===== config.mk =====
export PLATFORM = sky130hd
export DESIGN_NAME = phy_ind_wr_bridge
export DESIGN_NICKNAME = d
export VERILOG_FILES = /design/src/rtl/phyb_pkg.sv /design/src/rtl/phyb_word_pack.sv /design/src/rtl/phyb_sequencer.sv /design/src/rtl/phy_ind_wr_bridge.sv
export SDC_FILE = /design/constraint.sdc
export NUM_CORES = 1
export LEC_CHECK = 0
export ABC_CLOCK_PERIOD_IN_PS = 3800
export BUFFER_PORTS_ARGS = -buffer_cell sky130_fd_sc_hd__buf_2
export CAP_MARGIN = 0
export CORE_MARGIN = 1
export CORE_UTILIZATION = 55
export CTS_BUF_LIST = sky130_fd_sc_hd__clkbuf_2
export DETAILED_ROUTE_END_ITERATION = 8
export PLACE_DENSITY = 0.95
export SLEW_MARGIN = 10
export SYNTH_ARGS = -nofsm -noshare
export SYNTH_HDL_FRONTEND = slang
export SYNTH_SLANG_ARGS = --single-unit

===== constraint.sdc =====
create_clock -name clk -period 3.8 [get_ports clk]
set_input_delay 0.19 -clock clk [delete_from_list [all_inputs] [get_ports clk]]
set_output_delay 0.19 -clock clk [all_outputs]
set_load 0.05 [all_outputs]

===== src/rtl/phyb_pkg.sv =====
package phyb_pkg;
    typedef enum logic [1:0] {
        ST_IDLE,
        ST_LOAD,
        ST_FIRE,
        ST_POLL
    } phyb_state_e;
endpackage


===== src/rtl/phyb_word_pack.sv =====
module phyb_word_pack #(
    parameter int DATA_W = 16,
    parameter int ADDR_W = 6,
    parameter int LANE_W = 4,
    parameter int WORD_W = 32
) (
    input  logic [DATA_W-1:0] data,
    input  logic [ADDR_W-1:0] addr,
    input  logic [LANE_W-1:0] lane,
    input  logic              bcast,
    input  logic              ctrl,
    output logic [WORD_W-1:0] word
);
    localparam int ADDR_LSB  = DATA_W;
    localparam int LANE_LSB  = ADDR_LSB + ADDR_W;
    localparam int CTRL_BIT  = LANE_LSB + LANE_W;
    localparam int BCAST_BIT = CTRL_BIT + 1;

    always_comb begin
        word = '0;
        word[DATA_W-1:0]           = data;
        word[LANE_LSB-1:ADDR_LSB]  = addr;
        word[CTRL_BIT-1:LANE_LSB]  = (bcast || ctrl) ? '0 : lane;
        word[CTRL_BIT]             = ctrl;
        word[BCAST_BIT]            = bcast;
    end
endmodule


===== src/rtl/phyb_sequencer.sv =====
module phyb_sequencer
    import phyb_pkg::*;
#(
    parameter int WORD_W  = 32,
    parameter int TIMEOUT = 1024
) (
    input  logic              clk,
    input  logic              rst_n,
    input  logic              req_valid,
    output logic              req_ready,
    input  logic [WORD_W-1:0] word_in,
    input  logic              phy_busy,
    output logic              acc_wr,
    output logic [WORD_W-1:0] acc_wdata,
    output logic              done,
    output logic              err
);
    localparam int OP_BIT = WORD_W - 1;
    localparam int TMO_W  = (TIMEOUT > 1) ? $clog2(TIMEOUT) : 1;
    localparam logic [TMO_W-1:0] TMO_LAST = TMO_W'(TIMEOUT - 1);

    typedef struct packed {
        phyb_state_e       state;
        logic [WORD_W-1:0] word;
        logic [TMO_W-1:0]  tmo;
        logic              done;
        logic              err;
    } seq_t;

    seq_t cur_q, nxt_d;

    always_comb begin
        nxt_d      = cur_q;
        nxt_d.done = 1'b0;
        nxt_d.err  = 1'b0;
        unique case (cur_q.state)
            ST_IDLE: begin
                if (req_valid) begin
                    nxt_d.word  = word_in;
                    nxt_d.tmo   = '0;
                    nxt_d.state = ST_LOAD;
                end
            end
            ST_LOAD: nxt_d.state = ST_FIRE;
            ST_FIRE: nxt_d.state = ST_POLL;
            ST_POLL: begin
                if (!phy_busy) begin
                    nxt_d.state = ST_IDLE;
                    nxt_d.done  = 1'b1;
                end else if (cur_q.tmo == TMO_LAST) begin
                    nxt_d.state = ST_IDLE;
                    nxt_d.err   = 1'b1;
                end else begin
                    nxt_d.tmo = cur_q.tmo + 1'b1;
                end
            end
            default: nxt_d.state = ST_IDLE;
        endcase
    end

    always_ff @(posedge clk) begin
        if (!rst_n) begin
            cur_q <= '{state: ST_IDLE, word: '0, tmo: '0, done: 1'b0, err: 1'b0};
        end else begin
            cur_q <= nxt_d;
        end
    end

    always_comb begin
        req_ready = (cur_q.state == ST_IDLE);
        acc_wr    = (cur_q.state == ST_LOAD) || (cur_q.state == ST_FIRE);
        acc_wdata = cur_q.word;
        acc_wdata[OP_BIT] = (cur_q.state == ST_FIRE);
        done      = cur_q.done;
        err       = cur_q.err;
    end
endmodule


===== src/rtl/phy_ind_wr_bridge.sv =====
module phy_ind_wr_bridge #(
    parameter int DATA_W  = 16,
    parameter int ADDR_W  = 6,
    parameter int LANE_W  = 4,
    parameter int WORD_W  = 32,
    parameter int TIMEOUT = 1024
) (
    input  logic              clk,
    input  logic              rst_n,
    input  logic              req_valid,
    output logic              req_ready,
    input  logic [DATA_W-1:0] req_data,
    input  logic [ADDR_W-1:0] req_addr,
    input  logic [LANE_W-1:0] req_lane,
    input  logic              req_bcast,
    input  logic              req_ctrl,
    output logic              acc_wr,
    output logic [WORD_W-1:0] acc_wdata,
    input  logic              phy_busy,
    output logic              done,
    output logic              err
);
    localparam int LANE_LSB  = DATA_W + ADDR_W;
    localparam int CTRL_BIT  = LANE_LSB + LANE_W;
    localparam int BCAST_BIT = CTRL_BIT + 1;
    localparam int OP_BIT    = WORD_W - 1;

    logic [WORD_W-1:0] packed_word;

    phyb_word_pack #(
        .DATA_W(DATA_W), .ADDR_W(ADDR_W), .LANE_W(LANE_W), .WORD_W(WORD_W)
    ) u_pack (
        .data (req_data),
        .addr (req_addr),
        .lane (req_lane),
        .bcast(req_bcast),
        .ctrl (req_ctrl),
        .word (packed_word)
    );

    phyb_sequencer #(
        .WORD_W(WORD_W), .TIMEOUT(TIMEOUT)
    ) u_seq (
        .clk      (clk),
        .rst_n    (rst_n),
        .req_valid(req_valid),
        .req_ready(req_ready),
        .word_in  (packed_word),
        .phy_busy (phy_busy),
        .acc_wr   (acc_wr),
        .acc_wdata(acc_wdata),
        .done     (done),
        .err      (err)
    );
endmodule


==> metrics.cfg, run 1 <==
[placement]
gp_congestion = 0.941
io_buffers = 64
placed_area_um2 = 2080
dpl_worst_slack_ps = 1530
place_hpwl_um = 2610

[synth]
netlist_area_um2 = 1970
synth_cells = 245
synth_ff_type = dfxtp_1
postSynth.asyncResetShare_pct = 0
synth.yosys.seq_area_share_pct = 42.6
yosysWarnings = 0
synth-edff-count = 0
synth_area_per_cell_um2 = 8.06
synth_seq_cells = 42
synthDistinctLibCells = 38

[route]
vias_per_cell = 5.26
vias = 1788
drt_iter0_markers = 136
wl_per_cell_um = 12.3
drc = 0
dr.pass1.iters = 4
wl_um = 4170
ant_nets = 0

[cells_and_area]
area_growth_pct = 16.5
drive_gt1_share_pct = 25.5
nFillCells = 284
finish.utilization_pct = 67.9
stdcell_area_um2 = 2300
diodes = 0
nets = 330

[grt]
grt_max_degree = 33
grt.total_usage_pct = 20.0
grt_pass1_wl_um = 5620
overflow = 0
grt_pass1_vias = 1360
grt_antenna_before_repair = 0

[clocking]
cts_root_buf = clkbuf_2
numClockSinks = 42
clockBufferDepth = 2
clkLatencyLatePin_ps = 390
h-tree-depth = 2
numCtsBuffers = 5
cts_setup_buffers = 0
tritoncts = yes
path_clk_slew_ps = 200

[power]
ir_drop_v = 0.000645
power_density_nw_per_um2 = 541
p_leak_nw = 1.01

[die]
dieWidth_um = 61.9
initial_core_util_pct = 58.3
num_rows = 21
die_y_um = 61.9
die-area_um2 = 3830
io_pins = 68
core_area_um2 = 3390

[critical_path]
critPathKind = reg -> reg
required_ps = 4090
crit_path_start_kind = flip-flop
cp_cell_sequence = ha_1, inv_1, nor4_1, buf_4, or3_1, o21ai_0
reg2reg_setup_slack_ps = 1390
cp_max_fo = 13
crit_arrival_ps = 2700
endpoint_kind = flip-flop
r2r_cells = 6
slowest_delay_ps = 760
slowest_stage = nor4_1
r2r-end = u_seq.cur_q[4]
r2r_start = u_seq.cur_q[45]

[timing]
skew_ps = 14.6
fin_ws_ps = 1390
slew_headroom_pct = 37.4
timing.final.crit_period_ps = 2410
worst_pin_slew_ps = 937
hold_violations = 0
max_freq_mhz = 415
rsz0062_at_grt = false
finalSetupViolCount = 0
slew_violations = 0
fin_setup_tns_ps = 0
min_period_over_period_pct = 63.4

[hold_path]
worstHoldPathCells = 3
holdPathEnd = u_seq.acc_wdata[27]
hold_path_class = in -> reg
hold_path.startpoint = req_bcast

[outcome]
outcome = complete, no violations

[run]
max-cap-violations = 0

-- how the worst max path moves through the flow --
stage | start | end | slack (ps)
after floorplan | u_seq.cur_q[44] | u_seq.cur_q[4] | 1940
after global placement | u_seq.cur_q[44] | u_seq.acc_wdata[23] | 1690
after detailed placement | u_seq.cur_q[45] | u_seq.cur_q[4] | 1530
after CTS | u_seq.cur_q[45] | u_seq.cur_q[4] | 1460
after global routing | u_seq.cur_q[45] | u_seq.cur_q[7] | 1290
final | u_seq.cur_q[45] | u_seq.cur_q[4] | 1390
-- cells in the mapped netlist, types with 5 or more instances --
master / number / area [µm²]
a211oi_1: 5 / 37.5
a21oi_1: 26 / 130
buf_4: 31 / 233
clkbuf_1: 10 / 37.5
dfxtp_1: 42 / 841
nand2_1: 61 / 229
nand3_1: 5 / 25.0
nor2_1: 8 / 30.0
or3_1: 5 / 31.3
-- cells by family after synthesis --
family          count (synthesis)  share of synthesized area [%]
other cells                     1                          0.190
compound gates                 52                           16.4
buf+inv                        48                           15.5
fa+ha+maj                       4                           2.53
mux                             1                          0.507
flops                          42                           42.6
simple gates                   97                           22.2
-- metrics by stage --
stage          hold slack, ps  power [mW]  std cells
2_1_floorplan             326        1.02        247
3_3_place_gp              430        1.04        314
3_5_place_dp              437        1.06        314
4_1_cts                  2.59        1.24        329
5_1_grt                 -9.02        1.32        340
6_report                 17.6        1.25        340
-- layout by cell type (no fill, tap or decap), types with 2 or more instances in the layout --
master	instances
a211oi_1	5
nand4_1	4
clkinv_2	2
buf_2	64
nor2_1	8
nand2_1	61
dlygate4sd3_1	19
nor3_1	2
clkbuf_2	5
a22oi_1	4
inv_1	4
nand3_1	5
ha_1	4
conb_1	3
a21oi_1	26
o211ai_1	3
nand2b_1	3
dfxtp_1	42
o32ai_1	3
or3_1	5
o21ai_0	4
-- layout make-up --
class                      count  area [µm²]  area share [%]
clock buffer                   5        25.0            1.09
clock inverter                 2        10.0           0.435
inverter                       4        15.0           0.653
multi-input combinational    157         835            36.3
sequential                    42         841            36.5
tap                           46        57.6            2.50
timing repair buffer          84         518            22.5
-- report_power, final --
part	leakage, nW	switching, mW	total, mW	internal [mW]
Clock	0.0286	0.139	0.179	0.0399
Sequential	0.342	0.0267	0.519	0.492
Combinational	0.641	0.403	0.548	0.144
-- sequential cells by signal, indices dropped and copies added, names as in the netlist --
name,count
u_seq.acc_wdata,28
u_seq.cur_q,12
u_seq.done,1
u_seq.err,1
-- metal layers --
metal  up-vias  GRT usage (%)  routed length, µm
li1        897              -                  -
met1       820           23.4               1790
met2        63           33.8               2090
met3         8           5.59                218
met4         0           9.84                 67
met5         -              0                  0
-- timing repair --
item                                    4_1_cts  5_1_grt
endpoints found under the hold margin         8       11
hold buffers                                  8       11
endpoints found under the setup margin        0        0
gates resized for setup                       0        0
-- worst max-delay path: cells and delay by family, from the launching register on --
kind	cells	cell delay [ps]
flops	1	420
simple gates	2	900
compound gates	1	90
fa+ha+maj	1	450
buf+inv	2	440
Note: power is estimated with default switching activity, not from simulation.
==> inputs of run 2 (changes only) <==
--- a/config.mk
+++ b/config.mk
@@ -5,14 +5,15 @@
 export SDC_FILE = /design/constraint.sdc
 export NUM_CORES = 1
 export LEC_CHECK = 0
-export ABC_CLOCK_PERIOD_IN_PS = 3800
+export ABC_AREA = 1
+export ABC_CLOCK_PERIOD_IN_PS = 2500
 export BUFFER_PORTS_ARGS = -buffer_cell sky130_fd_sc_hd__buf_2
 export CAP_MARGIN = 0
 export CORE_MARGIN = 1
-export CORE_UTILIZATION = 55
+export CORE_UTILIZATION = 52
 export CTS_BUF_LIST = sky130_fd_sc_hd__clkbuf_2
 export DETAILED_ROUTE_END_ITERATION = 8
-export PLACE_DENSITY = 0.95
+export PLACE_DENSITY = 0.9
 export SLEW_MARGIN = 10
 export SYNTH_ARGS = -nofsm -noshare
 export SYNTH_HDL_FRONTEND = slang
==> constraint.sdc (replaced) <==
create_clock -name clk -period 2.5 [get_ports clk]
set_input_delay 0.125 -clock clk [delete_from_list [all_inputs] [get_ports clk]]
set_output_delay 0.125 -clock clk [all_outputs]
set_load 0.05 [all_outputs]
==> run 2 against run 1 <==
- utilization grew 1.5 points
- combinational power grew to 2.7 times the previous value
- largest cell class is now multi-input gates
- area after synthesis grew 6.4%
- global-route usage grew 4.7 points
- worst setup slack lost 1000 ps
- via count grew 13%
- worst hold slack gained 100 ps
- wire length grew 22%
- design area grew 14%
- final cell count grew 19%
==> metrics.cfg, run 2 <==
[outcome]
outcome = complete, no violations

[cells_and_area]
largest_register_ffs = 28  ; unchanged
diodes = 0  ; unchanged
nFillCells = 284  ; unchanged
finish.utilization_pct = 69.3  ; +1.5 points
nets = 393  ; +19%
ff_latch_area_um2 = 841  ; unchanged
multi_input_area_um2 = 882  ; +5.7%
area_growth_pct = 24.5
stdcell_area_um2 = 2620  ; +14%
layout_commonest_cell = buf_2
final_cell_mix = buf_2, nor2_1, nand2_1, dfxtp_1, dlygate4sd3_1
drive_gt1_share_pct = 23.2  ; -2.3 points

[grt]
overflow = 0  ; unchanged
grt_pass1_wl_um = 8040  ; +43%
grt_antenna_before_repair = 0  ; unchanged
grt_pass1_vias = 1915  ; +41%
grt_max_degree = 34  ; +3.0%
grt.total_usage_pct = 24.8  ; +4.7 points

[die]
num_rows = 22  ; +4.8%
core_area_um2 = 3770  ; +11%
initial_core_util_pct = 55.7  ; -2.5 points
io_pins = 68  ; unchanged
die_y_um = 65.6  ; +5.9%
dieWidth_um = 65.6  ; +5.9%
die-area_um2 = 4300  ; +12%

[route]
wl_per_cell_um = 12.5  ; +1.9%
ant_nets = 0  ; unchanged
drc = 0  ; unchanged
dr.pass1.iters = 4  ; unchanged
drt_iter0_markers = 150  ; +10%
vias_per_cell = 4.99  ; -5.2%
vias = 2024  ; +13%
wl_um = 5080  ; +22%

[timing]
timing.final.crit_period_ps = 2130  ; -283 ps
skew_ps = 20.9  ; +6.35 ps
rsz0062_at_grt = false
min_period_over_period_pct = 85.0  ; +22 points
max_freq_mhz = 470  ; +13%
fin_ws_ps = 374  ; -1020 ps
finalSetupViolCount = 0  ; unchanged
worst_pin_slew_ps = 754  ; -183 ps
slew_violations = 0  ; unchanged
slew_headroom_pct = 49.7  ; +12 points
hold_violations = 0  ; unchanged
fin_setup_tns_ps = 0  ; unchanged

[synth]
synth.yosys.seq_area_share_pct = 40.0  ; -2.6 points
synth.most_common_cell = nor2_1
yosysWarnings = 0  ; unchanged
synth-edff-count = 0  ; unchanged
synthDistinctLibCells = 29  ; -24%
synthTopCellsByCount = nor2_1, nand2_1, dfxtp_1
netlist_area_um2 = 2100  ; +6.4%
synth_ff_type = dfxtp_1
synth_seq_cells = 42  ; unchanged
synth_area_per_cell_um2 = 7.24  ; -10%
synth_cells = 290  ; +18%
yosys.area.top_type = dfxtp_1
postSynth.asyncResetShare_pct = 0  ; unchanged
synthTopCellsByArea = dfxtp_1, buf_4, nor2_1, nand2_1, o21ai_0
synth_top_area_share_pct = 40.0  ; -2.6 points

[clocking]
tritoncts = yes
clkLatencyLatePin_ps = 410  ; +20 ps
numCtsBuffers = 5  ; unchanged
cts_resized = 0  ; unchanged
numClockSinks = 42  ; unchanged
path_clk_slew_ps = 230  ; +30 ps
cts_root_buf = clkbuf_2
clockBufferDepth = 2  ; unchanged
h-tree-depth = 2  ; unchanged

[placement]
io_buffers = 64  ; unchanged
place_hpwl_um = 3020  ; +16%
placed_area_um2 = 2220  ; +6.8%
dpl_worst_slack_ps = 839  ; -692 ps
gp_congestion = 0.867  ; -7.9%

[critical_path]
crit_arrival_ps = 2490  ; -210 ps
critPathKind = reg -> reg
cp_max_fo = 29  ; +16
required_ps = 2870  ; -1220 ps
crit_path_start_kind = flip-flop
endpoint_kind = flip-flop

[power]
p_leak_nw = 1.30  ; +28%
ir_drop_v = 0.000414  ; -36%
power_density_nw_per_um2 = 1060  ; +96%

[hold_path]
hold_path_class = in -> reg

[run]
max-cap-violations = 0  ; unchanged

run 2: per-layer routing:
| layer | vias to the layer above | share of wire, % | track usage [%] |
|---|---|---|---|
| met5 | - | 0 | 0 |
| met2 | 83 | 49 | 44.8 |
| met4 | 0 | 3.6 | 14.7 |
| met1 | 910 | 41 | 25.0 |
| li1 | 1008 | - | - |
| met3 | 23 | 6.4 | 6.77 |
run 2: power breakdown:
group | leakage (nW) | switching, mW | internal (mW) | total, mW
logic | 0.911 | 1.08 | 0.375 | 1.46
registers | 0.345 | 0.0900 | 0.831 | 0.921
clock network | 0.0433 | 0.229 | 0.171 | 0.400
run 2: kinds of logic after synthesis:
family                     Yosys count  synth area share (%)
AOI/OAI and AO/OA                   39                  9.89
adders and majority gates            4                  2.38
buffers and inverters               67                  18.3
DFF                                 42                  40.0
other                                1                 0.179
and+or+nand+nor                    137                  29.2
run 2: worst paths after layout:
check                           cells after the start             endpoint  slack [ps]                 from
worst min register to register                      2  u_seq.acc_wdata[25]         500  u_seq.acc_wdata[25]
worst max-delay path                                8  u_seq.acc_wdata[24]         370      u_seq.cur_q[44]
worst max register to register                      8  u_seq.acc_wdata[24]         370      u_seq.cur_q[44]
worst min-delay path                                5      u_seq.cur_q[45]         120            req_valid
run 2: critical path, cell delays in order, from the launching register on:
cell           delay [ps]
dfxtp_1               360
inv_1                 110
ha_1                  260
nand2_1               100
buf_4                 230
nor3_2                240
nand2_1                70
dlygate4sd3_1         570
a21oi_1               130
run 2: through the flow:
step	std cells	total power [mW]	hold WS, ps
after global placement	365	2.29	356
final	406	2.78	119
after detailed placement	365	2.32	359
after global routing	406	2.94	106
after CTS	406	2.75	112
after floorplan	292	2.24	197
run 2: final cells by class:
class	count	area share (%)
clock buffer	5	0.957
timing repair buffer	99	25.5
inverter	26	3.73
tap	48	2.30
multi-input combinational	183	33.7
sequential	42	32.2
clock inverter	3	1.67
run 2: timing repair:
action,in CTS,in global routing
setup endpoints to repair,0,0
hold buffers,33,0
setup buffers,0,0
hold endpoints to repair,29,0
==> inputs of run 3 (changes only) <==
--- a/config.mk
+++ b/config.mk
@@ -5,15 +5,14 @@
 export SDC_FILE = /design/constraint.sdc
 export NUM_CORES = 1
 export LEC_CHECK = 0
-export ABC_AREA = 1
 export ABC_CLOCK_PERIOD_IN_PS = 2500
 export BUFFER_PORTS_ARGS = -buffer_cell sky130_fd_sc_hd__buf_2
-export CAP_MARGIN = 0
+export CAP_MARGIN = 25
 export CORE_MARGIN = 1
-export CORE_UTILIZATION = 52
+export CORE_UTILIZATION = 30
 export CTS_BUF_LIST = sky130_fd_sc_hd__clkbuf_2
 export DETAILED_ROUTE_END_ITERATION = 8
-export PLACE_DENSITY = 0.9
+export PLACE_DENSITY = 0.6
 export SLEW_MARGIN = 10
 export SYNTH_ARGS = -nofsm -noshare
 export SYNTH_HDL_FRONTEND = slang
==> run 3 against run 2 <==
- largest cell class is now flip-flops and latches
- die area increased by 61%
- clock power is 3% lower
- critical path depth is 4 lower
- worst hold slack got worse by 33 ps
- utilization down 30 points
- design area shrank 4.7%
- fmax up 5.7%
- clock skew fell by 3.9 ps
- clock-buffer cell count increased by 2
- critical endpoint is now u_seq.cur_q[2]
==> metrics.cfg, run 3 (synthesis gave the netlist of run 1 again) <==
[die]
num_rows = 29  ; +32%
die_y_um = 83.1  ; +27%
io_pins = 68  ; unchanged
dieWidth_um = 83.1  ; +27%
die-area_um2 = 6910  ; +61%
core_area_um2 = 6350  ; +68%
initial_core_util_pct = 31.1  ; -25 points

[cells_and_area]
nets = 343  ; -13%
ff_latch_area_um2 = 841  ; unchanged
multi_input_area_um2 = 835  ; -5.4%
largest_register_ffs = 28  ; unchanged
nFillCells = 662  ; +130%
final_cell_mix = buf_2, nand2_1, dfxtp_1, dlygate4sd3_1, a21oi_1
area_growth_pct = 26.2
instances_no_fill = 385  ; -5.2%
drive_gt1_share_pct = 25.6  ; +2.5 points
layout_commonest_cell = buf_2
diodes = 0  ; unchanged

[power]
p_leak_nw = 1.08  ; -17%
power_density_nw_per_um2 = 814  ; -23%
p_int_mw = 1.16  ; -16%
combPwrFrac_pct = 42.0  ; -10 points
clkPwrFrac_pct = 19.2  ; +4.8 points
swShare_pct = 42.7  ; -7.7 points
p_switching_mw = 0.866  ; -38%
ir_drop_v = 0.000731  ; +77%
seq_power_share_pct = 38.8  ; +5.6 points

[timing]
skew_ps = 17.1  ; -3.89 ps
hold_slack_ps = 85.7  ; -33.0 ps
worst_pin_slew_ps = 863  ; +109 ps
slew_violations = 0  ; unchanged
slew_headroom_pct = 42.5  ; -7.2 points
rsz0062_at_grt = false
min_period_over_period_pct = 80.4  ; -4.6 points
max_freq_mhz = 497  ; +5.7%
finalSetupViolCount = 0  ; unchanged
hold_violations = 0  ; unchanged
timing.final.crit_period_ps = 2010  ; -115 ps
fin_setup_tns_ps = 0  ; unchanged

[clocking]
tritoncts = yes
clockBufferDepth = 2  ; unchanged
path_clk_slew_ps = 210  ; -20 ps
numCtsBuffers = 5  ; unchanged
cts_root_buf = clkbuf_2
numClockSinks = 42  ; unchanged
h-tree-depth = 2  ; unchanged
cts_resized = 0  ; unchanged
clkLatencyLatePin_ps = 390  ; -20 ps

[critical_path]
crit_arrival_ps = 2360  ; -130 ps
cp_cell_sequence = ha_1, o211ai_1, or4_1, a21oi_1
endpoint_kind = flip-flop
crit_family = simple AND/OR/NAND/NOR gates
required_ps = 2840  ; -30 ps
critPathKind = reg -> reg
cp_max_fo = 13  ; -55%
reg2reg_setup_slack_ps = 490  ; +110 ps
cp_num_buf_inv = 0  ; -3
slowest_stage = or4_1
crit_path_start_kind = flip-flop
slowest_delay_ps = 580  ; about the same

[route]
vias_per_cell = 4.63  ; -7.0%
drc = 0  ; unchanged
wl_per_cell_um = 11.3  ; -9.5%
vias = 1784  ; -12%
ant_nets = 0  ; unchanged
dr.pass1.iters = 6  ; +2
wl_um = 4350  ; -14%
drt_iter0_markers = 57  ; -62%

[hold_path]
hold_path_class = in -> reg

[grt]
overflow = 0  ; unchanged
grt_pass1_wl_um = 7360  ; -8.4%
grt_max_degree = 25  ; -26%
grt.total_usage_pct = 12.8  ; -12 points
grt_antenna_before_repair = 0  ; unchanged
grt_pass1_vias = 1651  ; -14%

[placement]
dp.cells = 348  ; -4.7%
io_buffers = 64  ; unchanged
gp_congestion = 0.798  ; -8.0%
place_hpwl_um = 2830  ; -6.2%

[run]
max-cap-violations = 0  ; unchanged

[outcome]
outcome = complete, no violations

==> run 3: cell count changes in the layout (fill, tap and decap cells not counted), moves of 7 or more <==
cell | before | now
nor2_1 | 59 | 8
inv_1 | 26 | 4
o21ai_0 | 26 | 4
a21oi_1 | 8 | 26
nand2_1 | 54 | 61
==> run 3: per-layer routing <==
metal | routed length (µm) | global-route usage [%] | up-vias
met5 | 0 | 0 | -
met4 | 39 | 3.61 | 0
met3 | 197 | 3.48 | 5
met2 | 1980 | 21.2 | 46
met1 | 2140 | 16.3 | 809
li1 | - | - | 924
==> run 3: area by class of cell <==
class	instances	area share, %
tap	77	3.87
multi-input combinational	157	33.5
inverter	4	0.602
clock inverter	1	1.20
sequential	42	33.7
clock buffer	7	1.41
timing repair buffer	97	25.7
==> run 3: metrics by stage <==
step                area [µm²]  util (%)  setup slack, ps  power (mW)
floorplan                 1980         -              645        1.55
global placement          2140      33.7              561        1.62
detailed placement        2140      33.7              479        1.62
CTS                       2480      39.1              463        2.06
global route              2490      39.3              279        2.16
finish                    2490      39.3              489        2.03
==> run 3: what timing repair did <==
action | 4_1_cts | 5_1_grt
hold buffers | 28 | 1
endpoints found under the hold margin | 28 | 1
buffers inserted | 0 | 0
==> run 3: worst paths after layout <==
path                                          from                 end  cells after the start
worst max-delay path               u_seq.cur_q[45]      u_seq.cur_q[2]                      4
worst min-delay path                         rst_n     u_seq.cur_q[44]                      2
worst max register to register     u_seq.cur_q[45]      u_seq.cur_q[2]                      4
worst min register to register  u_seq.acc_wdata[7]  u_seq.acc_wdata[7]                      2
==> run 3: power groups by stage <==
stage / clock network [mW] / registers [mW] / logic [mW]
global route: 0.446 / 0.800 / 0.917
global placement: 0 / 0.799 / 0.816
finish: 0.389 / 0.788 / 0.852
CTS: 0.420 / 0.788 / 0.856
detailed placement: 0 / 0.803 / 0.820
floorplan: 0 / 0.798 / 0.754
